`src/rtl/phy_mbus_pkg.sv`:
```
package phy_mbus_pkg;

  typedef enum logic [2:0] {
    ST_IDLE,
    ST_LEAD,
    ST_ALE,
    ST_AHOLD,
    ST_WSTRB,
    ST_WTAIL,
    ST_RSTRB,
    ST_RTAIL
  } mbus_st_e;

  function automatic int imax3(input int a, input int b, input int c);
    int m;
    m = a;
    if (b > m) m = b;
    if (c > m) m = c;
    return m;
  endfunction

endpackage

```
`src/rtl/mbus_phase_cnt.sv`:
```
module mbus_phase_cnt #(
  parameter int CW = 5
) (
  input  logic          clk,
  input  logic          rst,
  input  logic          load,
  input  logic [CW-1:0] load_val,
  output logic          zero
);
  logic [CW-1:0] cnt;

  always_ff @(posedge clk) begin
    if (rst)              cnt <= '0;
    else if (load)        cnt <= load_val;
    else if (cnt != '0)   cnt <= cnt - 1'b1;
  end

  assign zero = (cnt == '0);
endmodule

```
`src/rtl/mbus_sync.sv`:
```
module mbus_sync #(
  parameter int STAGES = 2
) (
  input  logic clk,
  input  logic rst,
  input  logic d,
  output logic q
);
  logic [STAGES-1:0] chain;

  generate
    for (genvar i = 0; i < STAGES; i++) begin : g_stage
      if (i == 0) begin : g_first
        always_ff @(posedge clk) begin
          if (rst) chain[0] <= 1'b0;
          else     chain[0] <= d;
        end
      end else begin : g_rest
        always_ff @(posedge clk) begin
          if (rst) chain[i] <= 1'b0;
          else     chain[i] <= chain[i-1];
        end
      end
    end
  endgenerate

  assign q = chain[STAGES-1];
endmodule

```
`src/rtl/mbus_seq.sv`:
```
module mbus_seq
  import phy_mbus_pkg::*;
#(
  parameter int DATA_W     = 8,
  parameter int NUM_CS     = 2,
  parameter int CHIP_W     = 1,
  parameter int CS_SU      = 2,
  parameter int ADDR_SU    = 3,
  parameter int ALE_W      = 2,
  parameter int ADDR_HOLD  = 1,
  parameter int WR_W       = 14,
  parameter int WR_RISE    = 18,
  parameter int WR_DSU     = 15,
  parameter int WR_DHOLD   = 1,
  parameter int WR_CS_RISE = 20,
  parameter int WR_CS_W    = 22,
  parameter int RD_W       = 15,
  parameter int RD_RISE    = 20,
  parameter int RD_CS_RISE = 18,
  parameter int RD_CS_W    = 20
) (
  input  logic              clk,
  input  logic              rst,
  input  logic              req_valid,
  output logic              req_ready,
  input  logic              req_write,
  input  logic [CHIP_W-1:0] req_chip,
  input  logic [DATA_W-1:0] req_addr,
  input  logic [DATA_W-1:0] req_wdata,
  output logic              rsp_done,
  output logic [DATA_W-1:0] rsp_rdata,
  output logic              mb_ale,
  output logic [NUM_CS-1:0] mb_cs_n,
  output logic              mb_rd_n,
  output logic              mb_wr_n,
  output logic [DATA_W-1:0] mb_ad_out,
  output logic              mb_ad_oe,
  input  logic [DATA_W-1:0] mb_ad_in
);
  // Phase lengths in cycles, each the largest of the minima that bound it.
  localparam int LEAD_LEN  = imax3(1, ADDR_SU - ALE_W, CS_SU - ALE_W);
  localparam int WR_LEN    = imax3(WR_W, WR_RISE - ADDR_HOLD, WR_DSU);
  localparam int WT_LEN    = imax3(WR_DHOLD, WR_CS_RISE - ADDR_HOLD - WR_LEN,
                                   WR_CS_W - LEAD_LEN - ALE_W - ADDR_HOLD - WR_LEN);
  localparam int RD_LEN    = imax3(RD_W, RD_RISE - ADDR_HOLD, 1);
  localparam int RT_LEN    = imax3(1, RD_CS_RISE - ADDR_HOLD - RD_LEN,
                                   RD_CS_W - LEAD_LEN - ALE_W - ADDR_HOLD - RD_LEN);
  localparam int MAX_LEN   = imax3(imax3(LEAD_LEN, ALE_W, ADDR_HOLD),
                                   imax3(WR_LEN, WT_LEN, 1), imax3(RD_LEN, RT_LEN, 1));
  localparam int CW        = $clog2(MAX_LEN + 1);

  mbus_st_e          st, st_n;
  logic              zero, load;
  logic [CW-1:0]     load_val;
  logic              wr_q;
  logic [CHIP_W-1:0] chip_q, chip_n;
  logic [DATA_W-1:0] addr_q, addr_n, wdata_q;
  logic              accept;

  assign accept = (st == ST_IDLE) && req_valid;

  always_comb begin
    st_n = st;
    unique case (st)
      ST_IDLE:  if (req_valid) st_n = ST_LEAD;
      ST_LEAD:  if (zero) st_n = ST_ALE;
      ST_ALE:   if (zero) st_n = ST_AHOLD;
      ST_AHOLD: if (zero) st_n = wr_q ? ST_WSTRB : ST_RSTRB;
      ST_WSTRB: if (zero) st_n = ST_WTAIL;
      ST_WTAIL: if (zero) st_n = ST_IDLE;
      ST_RSTRB: if (zero) st_n = ST_RTAIL;
      ST_RTAIL: if (zero) st_n = ST_IDLE;
      default:  st_n = ST_IDLE;
    endcase
  end

  always_comb begin
    unique case (st_n)
      ST_LEAD:  load_val = CW'(LEAD_LEN - 1);
      ST_ALE:   load_val = CW'(ALE_W - 1);
      ST_AHOLD: load_val = CW'(ADDR_HOLD - 1);
      ST_WSTRB: load_val = CW'(WR_LEN - 1);
      ST_WTAIL: load_val = CW'(WT_LEN - 1);
      ST_RSTRB: load_val = CW'(RD_LEN - 1);
      ST_RTAIL: load_val = CW'(RT_LEN - 1);
      default:  load_val = '0;
    endcase
  end

  assign load = (st_n != st);

  mbus_phase_cnt #(.CW(CW)) u_cnt (
    .clk      (clk),
    .rst      (rst),
    .load     (load),
    .load_val (load_val),
    .zero     (zero)
  );

  assign chip_n = accept ? req_chip : chip_q;
  assign addr_n = accept ? req_addr : addr_q;

  always_ff @(posedge clk) begin
    if (rst) begin
      st      <= ST_IDLE;
      wr_q    <= 1'b0;
      chip_q  <= '0;
      addr_q  <= '0;
      wdata_q <= '0;
    end else begin
      st <= st_n;
      if (accept) begin
        wr_q    <= req_write;
        chip_q  <= req_chip;
        addr_q  <= req_addr;
        wdata_q <= req_wdata;
      end
    end
  end

  // Registered bus outputs decoded from the next state.
  always_ff @(posedge clk) begin
    if (rst) begin
      req_ready <= 1'b1;
      mb_cs_n   <= '1;
      mb_ale    <= 1'b0;
      mb_rd_n   <= 1'b1;
      mb_wr_n   <= 1'b1;
      mb_ad_oe  <= 1'b0;
      mb_ad_out <= '0;
      rsp_done  <= 1'b0;
      rsp_rdata <= '0;
    end else begin
      req_ready <= (st_n == ST_IDLE);
      for (int i = 0; i < NUM_CS; i++)
        mb_cs_n[i] <= !((st_n != ST_IDLE) && (chip_n == CHIP_W'(i)));
      mb_ale   <= (st_n == ST_ALE);
      mb_wr_n  <= (st_n != ST_WSTRB);
      mb_rd_n  <= (st_n != ST_RSTRB);
      mb_ad_oe <= (st_n == ST_LEAD) || (st_n == ST_ALE) || (st_n == ST_AHOLD) ||
                  (st_n == ST_WSTRB) || (st_n == ST_WTAIL);
      if ((st_n == ST_LEAD) || (st_n == ST_ALE) || (st_n == ST_AHOLD))
        mb_ad_out <= addr_n;
      else if ((st_n == ST_WSTRB) || (st_n == ST_WTAIL))
        mb_ad_out <= wdata_q;
      else
        mb_ad_out <= '0;
      rsp_done <= zero && ((st == ST_WTAIL) || (st == ST_RTAIL));
      if (zero && (st == ST_RTAIL))
        rsp_rdata <= mb_ad_in;
    end
  end

  // at most one chip select active
  assert_one_cs_R6: assert property (@(posedge clk) disable iff (rst)
    $countones(~mb_cs_n) <= 1);
  // master never drives while the read strobe is low
  assert_bus_released_R9: assert property (@(posedge clk) disable iff (rst)
    !mb_rd_n |-> !mb_ad_oe);
  // write data is driven under the write strobe
  assert_wdata_driven_R4: assert property (@(posedge clk) disable iff (rst)
    !mb_wr_n |-> mb_ad_oe);
  // address strobe only inside a selected transaction
  assert_ale_selected_R3: assert property (@(posedge clk) disable iff (rst)
    mb_ale |-> (mb_cs_n != '1));
  // strobes never overlap
  assert_strobes_apart_R2: assert property (@(posedge clk) disable iff (rst)
    $onehot0({mb_ale, !mb_rd_n, !mb_wr_n}));
  // done is a single-cycle pulse
  assert_done_pulse_R8: assert property (@(posedge clk) disable iff (rst)
    rsp_done |=> !rsp_done);
  // ready only while the bus is idle
  assert_ready_idle_R10: assert property (@(posedge clk) disable iff (rst)
    req_ready |-> (mb_cs_n == '1));
endmodule

```
`src/rtl/phy_mbus_master.sv`:
```
module phy_mbus_master #(
  parameter int DATA_W      = 8,
  parameter int NUM_CS      = 2,
  parameter int SYNC_STAGES = 2,
  parameter int CS_SU       = 2,
  parameter int ADDR_SU     = 3,
  parameter int ALE_W       = 2,
  parameter int ADDR_HOLD   = 1,
  parameter int WR_W        = 14,
  parameter int WR_RISE     = 18,
  parameter int WR_DSU      = 15,
  parameter int WR_DHOLD    = 1,
  parameter int WR_CS_RISE  = 20,
  parameter int WR_CS_W     = 22,
  parameter int RD_W        = 15,
  parameter int RD_RISE     = 20,
  parameter int RD_CS_RISE  = 18,
  parameter int RD_CS_W     = 20,
  localparam int CHIP_W     = (NUM_CS > 1) ? $clog2(NUM_CS) : 1
) (
  input  logic              clk,
  input  logic              rst,
  input  logic              req_valid,
  output logic              req_ready,
  input  logic              req_write,
  input  logic [CHIP_W-1:0] req_chip,
  input  logic [DATA_W-1:0] req_addr,
  input  logic [DATA_W-1:0] req_wdata,
  output logic              rsp_done,
  output logic [DATA_W-1:0] rsp_rdata,
  output logic              mb_ale,
  output logic [NUM_CS-1:0] mb_cs_n,
  output logic              mb_rd_n,
  output logic              mb_wr_n,
  output logic [DATA_W-1:0] mb_ad_out,
  output logic              mb_ad_oe,
  input  logic [DATA_W-1:0] mb_ad_in,
  input  logic              phy_rst_we,
  input  logic              phy_rst_val,
  output logic              phy_rst,
  input  logic              phy_int_in,
  output logic              phy_int
);

  mbus_seq #(
    .DATA_W(DATA_W), .NUM_CS(NUM_CS), .CHIP_W(CHIP_W),
    .CS_SU(CS_SU), .ADDR_SU(ADDR_SU), .ALE_W(ALE_W), .ADDR_HOLD(ADDR_HOLD),
    .WR_W(WR_W), .WR_RISE(WR_RISE), .WR_DSU(WR_DSU), .WR_DHOLD(WR_DHOLD),
    .WR_CS_RISE(WR_CS_RISE), .WR_CS_W(WR_CS_W),
    .RD_W(RD_W), .RD_RISE(RD_RISE), .RD_CS_RISE(RD_CS_RISE), .RD_CS_W(RD_CS_W)
  ) u_seq (
    .clk       (clk),
    .rst       (rst),
    .req_valid (req_valid),
    .req_ready (req_ready),
    .req_write (req_write),
    .req_chip  (req_chip),
    .req_addr  (req_addr),
    .req_wdata (req_wdata),
    .rsp_done  (rsp_done),
    .rsp_rdata (rsp_rdata),
    .mb_ale    (mb_ale),
    .mb_cs_n   (mb_cs_n),
    .mb_rd_n   (mb_rd_n),
    .mb_wr_n   (mb_wr_n),
    .mb_ad_out (mb_ad_out),
    .mb_ad_oe  (mb_ad_oe),
    .mb_ad_in  (mb_ad_in)
  );

  mbus_sync #(.STAGES(SYNC_STAGES)) u_int_sync (
    .clk (clk),
    .rst (rst),
    .d   (phy_int_in),
    .q   (phy_int)
  );

  // PHY reset level: asserted out of reset, changed only by an explicit load.
  always_ff @(posedge clk) begin
    if (rst)             phy_rst <= 1'b1;
    else if (phy_rst_we) phy_rst <= phy_rst_val;
  end

  // reset level holds without a load
  assert_rst_hold_R11: assert property (@(posedge clk) disable iff (rst)
    !phy_rst_we |=> $stable(phy_rst));
endmodule

```
`config.mk`:
```
export PLATFORM = sky130hd
export DESIGN_NAME = phy_mbus_master
export DESIGN_NICKNAME = d
export VERILOG_FILES = /design/src/rtl/phy_mbus_pkg.sv /design/src/rtl/mbus_phase_cnt.sv /design/src/rtl/mbus_sync.sv /design/src/rtl/mbus_seq.sv /design/src/rtl/phy_mbus_master.sv
export SDC_FILE = /design/constraint.sdc
export NUM_CORES = 1
export LEC_CHECK = 0
export CORE_ASPECT_RATIO = 1.1
export CORE_MARGIN = 8
export CORE_UTILIZATION = 49
export CTS_BUF_LIST = sky130_fd_sc_hd__clkbuf_4 sky130_fd_sc_hd__clkbuf_8
export DETAILED_ROUTE_END_ITERATION = 7
export GPL_TIMING_DRIVEN = 0
export PLACE_DENSITY = 0.94
export SYNTH_ARGS = -nofsm -noshare
export SYNTH_HDL_FRONTEND = slang
export SYNTH_SLANG_ARGS = --single-unit
```
`constraint.sdc`:
```
create_clock -name clk -period 2.1 [get_ports clk]
set_input_delay 0.42 -clock clk [delete_from_list [all_inputs] [get_ports clk]]
set_output_delay 0.42 -clock clk [all_outputs]
set_load 0.1 [all_outputs]
```
==> results of run 1 <==
[through the flow]
step	std cells	cell area (um^2)	utilization	hold WS [ps]
2_1_floorplan	232	2050	-	414
3_3_place_gp	341	2690	0.673	415
3_5_place_dp	341	2690	0.673	447
4_1_cts	349	2760	0.690	458
5_1_grt	350	2780	0.696	477
6_report	350	2780	0.696	458
[layout make-up]
| type | count | area (um^2) | share of cell area |
|---|---|---|---|
| multi-input cells | 160 | 926 | 0.333 |
| plain buffers | 15 | 72.6 | 0.0261 |
| clock inverters | 3 | 26.3 | 0.00946 |
| flip-flops and latches | 53 | 1060 | 0.382 |
| clock buffers | 5 | 68.8 | 0.0248 |
| well taps | 52 | 65.1 | 0.0234 |
| repair buffers | 58 | 544 | 0.196 |
| inverters | 4 | 15.0 | 0.00540 |
[cells by family after synthesis]
group | count (synthesis) | synth area share
simple gates | 94 | 0.222
flops | 53 | 0.517
mux | 1 | 0.00488
compound gates | 62 | 0.199
buf+inv | 19 | 0.0414
fa+ha+maj | 2 | 0.0122
xor+xnor | 1 | 0.00427
[state kept, by name, summed over array words and instances, names as in the netlist]
register and cells:
u_seq.rsp_done 1, u_seq.req_ready 1, u_seq.chip_q 1, u_seq.mb_ale 1, u_seq.mb_wr_n 1, u_int_sync.q 1, u_seq.wdata_q 8, u_seq.mb_ad_oe 1
u_seq.addr_q 8, phy_rst 1, u_seq.u_cnt.cnt 5, u_seq.rsp_rdata 8, u_seq.st 3, u_seq.mb_ad_out 8, u_seq.wr_q 1, u_int_sync.chain 1
u_seq.mb_rd_n 1, u_seq.mb_cs_n 2
[worst min-delay path, delay by kind of cell (launching register included)]
family / cells / cell delay [ps]
AND/OR/NAND/NOR: 1 / 50
flip-flops: 1 / 320
AO/OA/AOI/OAI: 1 / 50
[metal layers]
metal  GRT usage  vias to the layer above  part of all wire
met5           0                        -                 0
met4      0.0825                        0             0.024
met3      0.0517                       10             0.081
met2       0.278                       64              0.50
met1       0.182                      898              0.39
li1            -                      928                 -
[what timing repair did]
action                                  CTS  global route
setup buffers                             0             1
pin swaps                                 0             1
resized for setup                        28             5
hold buffers                              0             0
endpoints found under the setup margin   36            19
[worst paths after layout]
kind	from	endpoint	cells after the start
min	u_seq.rsp_rdata[2]	u_seq.rsp_rdata[2]	2
min reg2reg	u_seq.rsp_rdata[2]	u_seq.rsp_rdata[2]	2
max	u_seq.u_cnt.cnt[0]	u_seq.rsp_rdata[0]	8
max reg2reg	u_seq.u_cnt.cnt[0]	u_seq.rsp_rdata[0]	8
[report_power, final]
part / internal (mW) / leakage, nW / switching, mW
logic: 0.542 / 0.625 / 1.13
registers: 1.18 / 0.434 / 0.123
clock network: 0.243 / 0.0423 / 0.352
total: 1.97 / 1.10 / 1.61
[cells in the mapped netlist, types with 2 or more instances]
master	number
nand2_1	57
a211oi_1	2
nor2_1	8
buf_2	5
o21a_1	2
dfxtp_1	53
or4b_1	2
nor3b_1	2
o21ai_0	4
clkbuf_1	8
or3_1	2
inv_1	4
nor3_1	9
a21oi_1	36
nor2b_1	4
ha_1	2
a22o_1	8
nand3_1	2
==> flow_summary_export.csv, run 1 <==
group,metric,value,unit
outcome,status,"complete, no violations",
floorplan,core,3990,um^2
clock_network,insertion_delay,320,ps
pwr,ir_drop,0.000661,V
pwr,total_leakage_power,1.10,nW
global_routing,grt_pass1_vias,1896,
critical_path,cp-end-kind,"flip-flop",
global_routing,grt_pass1_wl,8800,um
cells_and_area,nets,331,
floorplan,dieArea,6520,um^2
pwr,p_total,3.58,mW
critical_path,worstPathArrival,2190,ps
critical_path,worstPathCellList,"inv_2, ha_4, or4b_1, clkbuf_4, or3_1, buf_6, nand2_1, a21oi_1",
floorplan,io_pins,58,
logic_synthesis,yosysTopAreaCell,"dfxtp_1",
critical_path,required,2290,ps
critical_path,slowest_stage,"or4b_1",
timing,fmax,500,MHz
floorplan,die_w,77.7,um
global_routing,grt_overflow,0,
logic_synthesis,synth_edf_count,0,
logic_synthesis,synth_ff_type,"dfxtp_1",
clock_network,tritoncts,"done",
cells_and_area,area_growth,35.3,%
timing,period_minus_slack,2000,ps
cells_and_area,nFillCells,339,
clock_network,clk_pin_slew,100,ps
timing,fin_skew,9.42,ps
critical_path,cpPeakStageDelay,440,ps
timing,slew_viol_final,0,
placed_design,portBuffers,57,
placed_design,place_congestion,0.923,
timing,setup_tns,0,ps
logic_synthesis,synth-seq-cells,53,
logic_synthesis,synthCells,232,
clock_network,cts_sinks,53,
timing,relSlewSlack,0.348,
logic_synthesis,syn-num-nets,266,
critical_path,ff2ff_setup_slack,100,ps
cells_and_area,drive_gt1_frac,0.0906,
min_path,hold_path_class,"reg -> reg",
logic_synthesis,synth_area_leaders,"dfxtp_1, nand2_1, a21oi_1",
floorplan,rows,24,
drt,final_antenna_net_count,0,
critical_path,cp_num_buf_inv,3,
pwr,p_per_area,1290,nW/um^2
floorplan,dieHeight,83.9,um
drt,num_vias,1900,
timing,setup_ws,98.4,ps
drt,post_drt_wl_per_cell,15.3,um
job,maxCapViolCount,0,
placed_design,place_ws,-374,ps
logic_synthesis,yosysSeqAreaShare,0.517,
clock_network,cts-htree-levels,2,
drt,dr.pass1.iters,4,
critical_path,worstPathMaxFanout,8,
logic_synthesis,synth_area,2050,um^2
drt,drc,0,
clock_network,clock_path_buffers,2,
timing,finalCritPeriodShare,0.953,
global_routing,antenna_found_initial,0,
cells_and_area,mostFrequentLayoutCells,"nand2_1, dfxtp_1, a21oi_1",
logic_synthesis,synthArstFlopShare,0,
floorplan,start_util,0.514,
cells_and_area,layout_commonest_cell,"nand2_1",
critical_path,cp_top_family,"simple AND/OR/NAND/NOR gates",
global_routing,grtUsageTotal,0.166,
drt,drtIter0Drc,132,
critical_path,start_kind,"flip-flop",
cells_and_area,antenna_cells,0,
clock_network,clockRootBuffer,"clkbuf_8",
drt,wl,5370,um
timing,finalHoldViolCount,0,
clock_network,cts_buffers,5,
logic_synthesis,yosysUniqueCellTypes,40,
drt,viasPerCell,5.43,
critical_path,setup.worst_path.class,"reg -> reg",
timing,worstMarginPinSlew,982,ps
timing,setup_violations,0,
placed_design,dp_hpwl,3950,um
global_routing,grt_max_degree,19,
logic_synthesis,avgSynthCellArea,8.85,um^2
logic_synthesis,yosysWarnings,0,
logic_synthesis,yosysTopAreaCellShare,0.517,
No activity file was read; power rests on OpenSTA's default activity.
==> run 2: changes to the inputs <==
--- a/config.mk
+++ b/config.mk
@@ -9,8 +9,10 @@
 export CORE_MARGIN = 8
 export CORE_UTILIZATION = 49
 export CTS_BUF_LIST = sky130_fd_sc_hd__clkbuf_4 sky130_fd_sc_hd__clkbuf_8
+export CTS_CLUSTER_DIAMETER = 60
 export DETAILED_ROUTE_END_ITERATION = 7
 export GPL_TIMING_DRIVEN = 0
+export HOLD_SLACK_MARGIN = 0.1
 export PLACE_DENSITY = 0.94
 export SYNTH_ARGS = -nofsm -noshare
 export SYNTH_HDL_FRONTEND = slang
==> results of run 2 <==
The final DEF is identical to that of run 1; final timing and power are the same.
==> run 3: changes to the inputs <==
--- a/config.mk
+++ b/config.mk
@@ -14,6 +14,7 @@
 export GPL_TIMING_DRIVEN = 0
 export HOLD_SLACK_MARGIN = 0.1
 export PLACE_DENSITY = 0.94
+export SLEW_MARGIN = 40
 export SYNTH_ARGS = -nofsm -noshare
 export SYNTH_HDL_FRONTEND = slang
 export SYNTH_SLANG_ARGS = --single-unit
==> run 3 against run 2 <==
Compared with the run above:
- routed wire length is 4.1% lower
- register-to-register slack lost 30 ps
- combinational power about the same
- clock-buffer cell count unchanged
- first-iteration DRC count increased by 8.3%
- non-clock buffer count unchanged
- core utilization down 2.4 points
- sequential power about the same
- highest routed layer unchanged
==> flow_summary_export.csv, run 3 (synthesis results as in run 1) <==
group,metric,value,unit
pwr,p_per_area,1320,nW/um^2
global_routing,grtUsageTotal,0.155,
placed_design,dp_hpwl,3750,um
placed_design,post_dp_cell_area,2560,um^2
pwr,p_clk_frac,0.166,
cells_and_area,mostFrequentLayoutCells,"nand2_1, dfxtp_1, a21oi_1",
global_routing,grt_pass1_vias,1831,
clock_network,cts_sinks,53,
floorplan,io_pins,58,
pwr,p_comb_frac,0.467,
critical_path,setup.worst_path.class,"reg -> reg",
pwr,ir_drop,0.000730,V
cells_and_area,antenna_cells,0,
cells_and_area,nFillCells,332,
cells_and_area,drive_gt1_frac,0.171,
floorplan,dieArea,6520,um^2
drt,drc,0,
drt,viasPerCell,5.35,
timing,fmax,493,MHz
timing,worstMarginPinSlew,708,ps
clock_network,tritoncts,"done",
pwr,total_leakage_power,1.05,nW
floorplan,dieHeight,83.9,um
pwr,power.internal,1.95,mW
floorplan,core,3990,um^2
job,maxCapViolCount,0,
critical_path,worstPathArrival,2210,ps
timing,setup_ws,73.0,ps
timing,period_minus_slack,2030,ps
clock_network,postCtsHoldBufs,0,
placed_design,place_congestion,0.923,
timing,setup_violations,0,
floorplan,rows,24,
timing,finalCritPeriodShare,0.965,
timing,finalHoldViolCount,0,
timing,slew_viol_final,0,
global_routing,grt_pass1_wl,8450,um
global_routing,antenna_found_initial,0,
outcome,status,"complete, no violations",
global_routing,grt_overflow,0,
timing,timing.hold.ws,456,ps
clock_network,insertion_delay,310,ps
critical_path,worstPathMaxFanout,8,
cells_and_area,utilization,0.671,
drt,drtIter0Drc,143,
drt,wl,5150,um
critical_path,required,2290,ps
placed_design,place_ws,-363,ps
timing,fin_skew,10.9,ps
clock_network,cts_buffers,5,
cells_and_area,final_area,2680,um^2
placed_design,portBuffers,57,
clock_network,cts-htree-levels,2,
pwr,swShare,0.449,
drt,dr.pass1.iters,4,
global_routing,grt_max_degree,19,
critical_path,cp-end-kind,"flip-flop",
floorplan,die_w,77.7,um
clock_network,clk_pin_slew,100,ps
clock_network,clockRootBuffer,"clkbuf_8",
cells_and_area,nets,331,
drt,final_antenna_net_count,0,
cells_and_area,layout_commonest_cell,"nand2_1",
pwr,p_sw,1.59,mW
critical_path,start_kind,"flip-flop",
timing,relSlewSlack,0.528,
clock_network,clock_path_buffers,2,
pwr,power.share.sequential,0.368,
min_path,hold_path_class,"reg -> reg",
drt,post_drt_wl_per_cell,14.7,um
drt,num_vias,1873,
cells_and_area,area_growth,30.6,%
floorplan,start_util,0.514,
## run 3: layout make-up
cell class,count,area (um^2),share of cell area
Inverter,4,15.0,0.00560
Tap cell,52,65.1,0.0243
Multi-Input combinational cell,160,926,0.345
Clock buffer,5,68.8,0.0257
Sequential cell,53,1060,0.396
Timing Repair Buffer,58,447,0.167
Buffer,15,72.6,0.0271
Clock inverter,3,26.3,0.00980
## run 3: timing repair
action,in CTS,in global routing
gates resized for setup,2,4
pin swaps,0,1
gates cloned,0,0
setup buffers,0,1
setup endpoints to repair,10,19
## run 3: final timing paths
kind / start / end / depth (start not counted) / slack, ps
worst max-delay path: u_seq.u_cnt.cnt[0] / u_seq.rsp_rdata[3] / 8 / 70
worst min-delay path: u_seq.rsp_rdata[4] / u_seq.rsp_rdata[4] / 2 / 460
worst max register to register: u_seq.u_cnt.cnt[0] / u_seq.rsp_rdata[3] / 8 / 70
worst min register to register: u_seq.rsp_rdata[4] / u_seq.rsp_rdata[4] / 2 / 460
## run 3: per-stage QoR
stage	setup TNS (ps)	cells	total power, mW
2_1_floorplan	0	232	2.54
3_3_place_gp	-7190	341	2.92
3_5_place_dp	-7650	341	2.89
4_1_cts	0	349	3.48
5_1_grt	-16.5	350	3.76
6_report	0	350	3.55
## run 3: power by group through the flow
stage	Combinational, mW	Sequential (mW)	Clock (mW)
2_1_floorplan	0.833	1.71	0
3_3_place_gp	1.61	1.31	0
3_5_place_dp	1.57	1.32	0
4_1_cts	1.58	1.30	0.603
5_1_grt	1.79	1.32	0.646
6_report	1.66	1.30	0.587
## run 3: routing by layer
| metal | vias to the layer above | GRT usage | wire, um |
|---|---|---|---|
| met5 | - | 0 | 0 |
| met4 | 0 | 0.0464 | 72 |
| met3 | 7 | 0.0528 | 480 |
| met2 | 75 | 0.261 | 2530 |
| met1 | 861 | 0.180 | 2070 |
| li1 | 930 | - | - |
## run 3: critical path, cell delays in order, from the launching register on
cell     delay (ps)
dfxtp_1         350
inv_1           140
ha_4            160
or4b_1          430
buf_4           190
or3_1           360
buf_6           150
nand2_1          60
a21oi_1          60
